[src/rtl/sap_pkg.sv]
package sap_pkg;
  localparam int DIV_W  = 12;
  localparam int WORD_W = 32;
  localparam int CNT_W  = $clog2(WORD_W + 1);
  localparam int FREE_LEN = 16;

  typedef enum logic [1:0] {
    FMT_CHSEL = 2'd0,
    FMT_SYNC  = 2'd1,
    FMT_FREE  = 2'd2,
    FMT_FREEB = 2'd3
  } fmt_e;

  function automatic logic [CNT_W-1:0] word_bits(input logic [1:0] code);
    case (code)
      2'd0:    return CNT_W'(16);
      2'd1:    return CNT_W'(20);
      2'd2:    return CNT_W'(24);
      default: return CNT_W'(32);
    endcase
  endfunction

  function automatic logic is_free(input logic [1:0] fmt);
    return fmt[1];
  endfunction

  function automatic logic [CNT_W-1:0] frame_len(input logic [1:0] fmt,
                                                  input logic [1:0] code);
    return is_free(fmt) ? CNT_W'(FREE_LEN) : word_bits(code);
  endfunction

  function automatic logic div_bypass(input logic [DIV_W-1:0] div);
    return div <= DIV_W'(1);
  endfunction
endpackage

[src/rtl/sap_bitclk.sv]
module sap_bitclk
  import sap_pkg::*;
#(
  parameter int DW = DIV_W
) (
  input  logic          clk_i,
  input  logic          rst_i,
  input  logic          cpol_i,
  input  logic [DW-1:0] div_i,
  output logic          bclk_q_o,
  output logic          bypass_o,
  output logic          latch_tick_o,
  output logic          drive_tick_o
);
  logic [DW-1:0] cnt_q;
  logic          bclk_q;
  logic          toggle;

  assign bypass_o = (div_i <= DW'(1));
  assign toggle   = !bypass_o && (cnt_q == div_i - DW'(1));

  always_ff @(posedge clk_i) begin
    if (rst_i) begin
      cnt_q  <= '0;
      bclk_q <= cpol_i;
    end else if (bypass_o) begin
      cnt_q  <= '0;
    end else if (toggle) begin
      cnt_q  <= '0;
      bclk_q <= ~bclk_q;
    end else begin
      cnt_q  <= cnt_q + DW'(1);
    end
  end

  always_comb begin
    if (bypass_o) begin
      latch_tick_o = 1'b1;
      drive_tick_o = 1'b1;
    end else begin
      latch_tick_o = toggle && (bclk_q == cpol_i);
      drive_tick_o = toggle && (bclk_q != cpol_i);
    end
  end

  assign bclk_q_o = bclk_q;
endmodule

[src/rtl/sap_framer.sv]
module sap_framer
  import sap_pkg::*;
(
  input  logic             clk_i,
  input  logic             rst_i,
  input  logic             drive_tick_i,
  input  logic [CNT_W-1:0] len_i,
  output logic             lr_o,
  output logic             sync_o
);
  logic [CNT_W-1:0] pos_q;
  logic             lr_q;
  logic             sync_q;
  logic             at_head;

  assign at_head = (pos_q == '0);

  always_ff @(posedge clk_i) begin
    if (rst_i) begin
      pos_q  <= '0;
      lr_q   <= 1'b1;
      sync_q <= 1'b0;
    end else if (drive_tick_i) begin
      sync_q <= at_head;
      if (at_head) lr_q <= ~lr_q;
      pos_q  <= (pos_q == len_i - CNT_W'(1)) ? '0 : pos_q + CNT_W'(1);
    end
  end

  assign lr_o   = lr_q;
  assign sync_o = sync_q;
endmodule

[src/rtl/sap_pin_sync.sv]
module sap_pin_sync #(
  parameter int STAGES = 2
) (
  input  logic clk_i,
  input  logic rst_i,
  input  logic cpol_i,
  input  logic bclk_i,
  input  logic lrfs_i,
  input  logic sd_i,
  output logic latch_tick_o,
  output logic lrfs_o,
  output logic sd_o
);
  localparam int LAST = STAGES - 1;
  logic [2:0] pipe_q [STAGES];
  logic       prev_q;
  logic       cur;

  always_ff @(posedge clk_i) begin
    if (rst_i) begin
      for (int i = 0; i < STAGES; i++) pipe_q[i] <= '0;
      prev_q <= 1'b0;
    end else begin
      pipe_q[0] <= {bclk_i, lrfs_i, sd_i};
      for (int i = 1; i < STAGES; i++) pipe_q[i] <= pipe_q[i-1];
      prev_q <= pipe_q[LAST][2];
    end
  end

  assign cur          = pipe_q[LAST][2];
  assign latch_tick_o = cpol_i ? (prev_q && !cur) : (!prev_q && cur);
  assign lrfs_o       = pipe_q[LAST][1];
  assign sd_o         = pipe_q[LAST][0];
endmodule

[src/rtl/sap_deser.sv]
module sap_deser
  import sap_pkg::*;
(
  input  logic              clk_i,
  input  logic              rst_i,
  input  logic              tick_i,
  input  logic              sd_i,
  input  logic              line_i,
  input  logic [1:0]        fmt_i,
  input  logic [CNT_W-1:0]  len_i,
  output logic              start_o,
  output logic              done_o,
  output logic [WORD_W-1:0] word_o,
  output logic              chan_o,
  output logic              irq_o
);
  logic [WORD_W-1:0] sr_q, next_sr, word_q;
  logic [CNT_W-1:0]  cnt_q;
  logic              busy_q, seen_q, prev_q, cur_ch_q, chan_q, irq_q;
  logic              start_c;

  always_comb begin
    if (is_free(fmt_i))             start_c = line_i || !busy_q;
    else if (fmt_i == FMT_CHSEL)    start_c = seen_q && (line_i != prev_q);
    else                            start_c = line_i;
    next_sr = start_c ? {{(WORD_W-1){1'b0}}, sd_i} : {sr_q[WORD_W-2:0], sd_i};
  end

  assign start_o = tick_i && start_c;
  assign done_o  = tick_i && !start_c && busy_q && (cnt_q + CNT_W'(1) == len_i);

  always_ff @(posedge clk_i) begin
    if (rst_i) begin
      sr_q     <= '0;
      cnt_q    <= '0;
      busy_q   <= 1'b0;
      seen_q   <= 1'b0;
      prev_q   <= 1'b0;
      cur_ch_q <= 1'b0;
      word_q   <= '0;
      chan_q   <= 1'b0;
      irq_q    <= 1'b0;
    end else begin
      irq_q <= done_o;
      if (done_o) begin
        word_q <= next_sr;
        chan_q <= cur_ch_q;
      end
      if (tick_i) begin
        prev_q <= line_i;
        seen_q <= 1'b1;
        if (start_c) begin
          sr_q     <= next_sr;
          cnt_q    <= CNT_W'(1);
          busy_q   <= 1'b1;
          cur_ch_q <= (fmt_i == FMT_CHSEL) ? line_i : 1'b0;
        end else if (busy_q) begin
          sr_q  <= next_sr;
          cnt_q <= cnt_q + CNT_W'(1);
          if (done_o) busy_q <= 1'b0;
        end
      end
    end
  end

  assign word_o = word_q;
  assign chan_o = chan_q;
  assign irq_o  = irq_q;
endmodule

[src/rtl/sap_rx.sv]
module sap_rx
  import sap_pkg::*;
#(
  parameter int SYNC_STAGES = 2
) (
  input  logic              clk_i,
  input  logic              rst_i,
  input  logic              cfg_master_i,
  input  logic [1:0]        cfg_fmt_i,
  input  logic              cfg_wpol_i,
  input  logic              cfg_cpol_i,
  input  logic [1:0]        cfg_wsize_i,
  input  logic [DIV_W-1:0]  cfg_div_i,
  input  logic              bclk_i,
  input  logic              lrfs_i,
  input  logic              sd_i,
  output logic              bclk_o,
  output logic              lrfs_o,
  output logic [WORD_W-1:0] word_o,
  output logic              chan_o,
  output logic              irq_o
);
  logic [CNT_W-1:0] len;
  logic gen_bclk, bypass, gen_latch, gen_drive;
  logic syn_latch, syn_line, syn_sd;
  logic fr_lr, fr_sync, fr_state;
  logic latch_tick, drive_tick, line, data;
  logic word_start, word_done;

  assign len = frame_len(cfg_fmt_i, cfg_wsize_i);

  sap_bitclk #(.DW(DIV_W)) u_clk (
    .clk_i(clk_i), .rst_i(rst_i), .cpol_i(cfg_cpol_i), .div_i(cfg_div_i),
    .bclk_q_o(gen_bclk), .bypass_o(bypass),
    .latch_tick_o(gen_latch), .drive_tick_o(gen_drive)
  );

  sap_pin_sync #(.STAGES(SYNC_STAGES)) u_sync (
    .clk_i(clk_i), .rst_i(rst_i), .cpol_i(cfg_cpol_i),
    .bclk_i(bclk_i), .lrfs_i(lrfs_i), .sd_i(sd_i),
    .latch_tick_o(syn_latch), .lrfs_o(syn_line), .sd_o(syn_sd)
  );

  assign drive_tick = cfg_master_i && gen_drive;
  assign latch_tick = cfg_master_i ? gen_latch : syn_latch;

  sap_framer u_frm (
    .clk_i(clk_i), .rst_i(rst_i), .drive_tick_i(drive_tick), .len_i(len),
    .lr_o(fr_lr), .sync_o(fr_sync)
  );

  assign fr_state = (cfg_fmt_i == FMT_CHSEL) ? fr_lr : fr_sync;
  assign line     = cfg_master_i ? fr_state : (syn_line ^ cfg_wpol_i);
  assign data     = cfg_master_i ? sd_i : syn_sd;

  sap_deser u_des (
    .clk_i(clk_i), .rst_i(rst_i), .tick_i(latch_tick), .sd_i(data),
    .line_i(line), .fmt_i(cfg_fmt_i), .len_i(len),
    .start_o(word_start), .done_o(word_done),
    .word_o(word_o), .chan_o(chan_o), .irq_o(irq_o)
  );

  assign bclk_o = (cfg_master_i && bypass) ? clk_i : gen_bclk;
  assign lrfs_o = fr_state ^ cfg_wpol_i;
endmodule

[config.mk]
export PLATFORM = sky130hd
export DESIGN_NAME = sap_rx
export DESIGN_NICKNAME = d
export VERILOG_FILES = /design/src/rtl/sap_pkg.sv /design/src/rtl/sap_bitclk.sv /design/src/rtl/sap_framer.sv /design/src/rtl/sap_pin_sync.sv /design/src/rtl/sap_deser.sv /design/src/rtl/sap_rx.sv
export SDC_FILE = /design/constraint.sdc
export NUM_CORES = 1
export LEC_CHECK = 0
export ABC_AREA = 1
export BUFFER_PORTS_ARGS = -buffer_cell sky130_fd_sc_hd__buf_2
export CORE_ASPECT_RATIO = 0.8
export CORE_MARGIN = 10
export CORE_UTILIZATION = 37
export DETAILED_ROUTE_END_ITERATION = 12
export SKIP_LAST_GASP = 1
export SLEW_MARGIN = 20
export SYNTH_ARGS = -nofsm -noshare
export SYNTH_HDL_FRONTEND = slang
export SYNTH_SLANG_ARGS = --single-unit
[constraint.sdc]
create_clock -name clk_i -period 2.5 [get_ports clk_i]
set_input_delay 0.25 -clock clk_i [delete_from_list [all_inputs] [get_ports clk_i]]
set_output_delay 0.25 -clock clk_i [all_outputs]
set_load 0.02 [all_outputs]
==> impl_results.md <==
* Crit-path most repeated cell: nand3_1
* Total power at 3.51 mW
* Comb power frac at 6.8%
* Initial antenna violation count at 0
* RSZ-0062 raised after global routing: false
* Psw at 0.867 mW
* Synthesized area per cell at 7.26 µm²
* Vias in the first global route at 4208
* Max-cap violation count at 0
* Crit Path Max Fanout at 18
* Post-route setup slack at 0.272 ns
* Synth cell types at 43
* Register bit total from synthesis at 103
* Worst-case register-to-register setup slack at 0.27 ns
* Cell count after synthesis at 688
* Hold Path Depth at 3
* Postcts setup bufs at 0
* Final Hold Vio Count at 0
* Setup TNS Final at 0 ns
* Final min period at 2.23 ns
* Filler Cell Count at 1323
* Pwr Density at 598 mW/mm²
* Clock transition at path regs at 0.07 ns
* Largest family of logic cells by synthesized area: simple AND/OR/NAND/NOR gates
* Final core utilization at 45.0%
* Row cnt at 37
* Gpl congestion at 0.804
* Dpl hpwl at 8530 µm
* Area grow syn2layout at 17.7%
* Pin count of the biggest net entering global routing at 70
* Synth async-reset ratio at 0%
* Internal power at 2.64 mW
* Synth Flop Type: dfxtp_1
* RR Endpoint: u_des.word_o[3]
* Simple-gate portion of the synthesized area at 27.9%
* Fin crit share at 89.1%
* Worst hold path class: input pin to register
* Drt initial violations at 223
* Final wirelength at 11300 µm
* Crit path to: u_des.word_o[3]
* Worst Path Required at 2.84 ns
* Vias after detailed routing at 4402
* Via density at 4.72
* Worst clock skew at 0.0111 ns
* Mapped Nets at 720
* Layout cells sized above 1 at 16.8%
* Pleak at 2.35 nW
* Final Cell Area at 0.00588 mm²
* Share of power burned in registers at 47.6%
* Clock power frac at 45.6%
* Die height at 124 µm
* Initial Util at 38.2%
* CP endpoint kind: register
* Worst Reg2Reg Path Length in Cells at 11
* CTS tree: built
* Worst slack at placement at -0.00866 ns
* Die width at 150 µm
* Mux share of post-synthesis cell area at 0.226%
* Worst skew pair latency at 0.47 ns
* Final Max Tran Viols at 0
* Initial DRT Pass Iterations at 4
* Core area at 0.0131 mm²
* Worst vdd ir at 0.320 mV
* Critical Path AT at 2.56 ns
* Startpoint types: register
* CP cell instances: ha_1 -> nand3_1 -> xor2_1 -> nand2_1 -> and2_1 -> nor3_1 -> nand2b_1 -> inv_4 -> nand2_4 -> nand3_1 -> o21ai_0
* Crit Reg-Reg Startpoint: u_des.cnt_q[0]
* Synth Area in XOR/XNOR at 3.96%
* Synth warn at 0
* Outcome: complete, no violations
* ANT nets after route at 0
* Remaining DRCs at 0
* Synth Area in Compound Gates at 13.6%
* Post-synth EDFFs at 1
* # IOs at 60
* Gr ovfl total at 0
* Placed Area at 0.00549 mm²
* I/O Buffers at 59
* Slowest CP cell: dfxtp_1
* Mapped cell area at 0.00499 mm²
* Total GRT Usage at 12.6%
* First-pass GRT wire length at 19300 µm
* Fmax at 0.449 GHz
* Sequential area share after synthesis at 41.5%
* Routed wire per std cell at 12.2 µm
* Crit path largest cell delay at 0.42 ns
* CP Launch Point: u_des.cnt_q[0]
* Worst slew margin at 53.2%
* Die area at 0.0186 mm²
* Final setup fails at 0
* Final #Nets at 784
* Sw Ratio at 24.7%
* Crit Path Category: register to register
* ANT cells at 0
* Worst-margin pin slew at 0.701 ns
* Synth Area in Adders at 2.00%
per-stage QoR:
stage	std cells	hold WS [ns]
5_1_grt	932	0.0317
4_1_cts	932	0.0282
2_1_floorplan	688	0.357
3_5_place_dp	911	0.403
6_report	932	0.0216
3_3_place_gp	911	0.400
synthesized netlist by cell type (2+ instances only):
cell type / n / share of area, %
a21oi_1: 68 / 6.8
o21ai_1: 3 / 0.30
nor3_1: 7 / 0.70
nand2_2: 7 / 0.88
nand2_1: 148 / 11
inv_2: 3 / 0.23
buf_1: 2 / 0.15
inv_1: 95 / 7.1
o21ai_2: 9 / 1.6
xor2_1: 14 / 2.5
clkbuf_1: 10 / 0.75
nand3_2: 2 / 0.40
buf_6: 6 / 1.4
nand4_1: 21 / 2.6
o21bai_1: 18 / 2.7
or2_0: 2 / 0.25
nand3_1: 36 / 3.6
dfxtp_1: 102 / 41
a31oi_1: 2 / 0.25
xnor2_1: 6 / 1.1
nor3b_1: 6 / 0.90
nor2_2: 3 / 0.38
a211oi_1: 2 / 0.30
o21ai_0: 12 / 1.2
ha_1: 8 / 2.0
nor2_4: 4 / 0.90
and2_1: 2 / 0.25
buf_2: 10 / 1.0
nor2_1: 66 / 5.0
logic make-up (layout without fill, tap and decap cells):
kind of cell             after synthesis  after routing
multiplexers                           1              1
XOR/XNOR                              21             21
adder cells (fa/ha/maj)                8              8
buffers and inverters                128            197
AO/OA/AOI/OAI                        117            117
flip-flops                           103            103
AND/OR/NAND/NOR                      310            310
layer usage:
layer	global-route usage, %	share of wire (%)
met3	4.06	5.3
met5	0	0
met2	19.9	45
met4	5.64	2.1
met1	15.5	48
flip-flops by register name, indices dropped and copies added, names as in the netlist, 6 cells and up:
name	count
u_clk.cnt_q	12
u_frm.pos_q	6
u_des.sr_q	31
u_sync.pipe_q	6
u_des.word_o	32
u_des.cnt_q	6
layout make-up:
cell class	count	area [µm²]	area share (%)
Timing Repair Buffer	78	458	7.79
Inverter	99	374	6.37
Sequential cell	103	2070	35.3
Clock inverter	7	62.6	1.06
Tap cell	175	219	3.73
Clock buffer	13	305	5.20
Multi-Input combinational cell	457	2380	40.6
worst max-delay path, delay by kind of cell, from the launching register on:
family          cells  cell delay [ns]
flops               1             0.42
compound gates      1             0.08
fa+ha+maj           1             0.21
simple gates        7             0.89
xor+xnor            1             0.23
buf+inv             1             0.25
cell usage in the layout, fill, tap and decap left out, drive strengths merged, types with 2 or more instances in the layout:
cell         instances
inv                103
xnor2                6
ha                   8
o21bai              18
buf                 77
a211oi               2
clkinv               2
dlygate4sd3          2
nor3                 7
xor2                14
nor2                73
and2                 2
nand3               38
or2                  3
a21oi               68
a31oi                2
nand2              155
dfxtp              102
clkbuf              12
nand4               22
nor3b                6
o21ai               24
power by group through the flow:
| stage | clock network [mW] | logic [mW] | registers [mW] |
|---|---|---|---|
| after detailed placement | 0.00381 | 0.237 | 1.71 |
| after global placement | 0.00382 | 0.232 | 1.71 |
| after CTS | 1.65 | 0.241 | 1.67 |
| after global routing | 1.72 | 0.274 | 1.67 |
| final | 1.60 | 0.239 | 1.67 |
| after floorplan | 0.00297 | 0.161 | 1.71 |
worst min-delay path by stage:
stage	start	end	slack [ns]
after global routing	sd_i	u_sync.pipe_q[0][0]	0.03
after detailed placement	u_sync.pipe_q[0][2]	u_sync.pipe_q[0][5]	0.40
after CTS	sd_i	u_sync.pipe_q[0][0]	0.03
after floorplan	lrfs_i	u_sync.pipe_q[0][1]	0.36
after global placement	u_sync.pipe_q[0][1]	u_sync.pipe_q[0][4]	0.40
final	sd_i	u_sync.pipe_q[0][0]	0.02
what timing repair did:
item | 4_1_cts | 5_1_grt
setup endpoints to repair | 0 | 14
endpoints found under the hold margin | 2 | 0
hold buffers | 2 | 0
gates resized for setup | 0 | 3
Note: power is estimated with default switching activity, not from simulation.
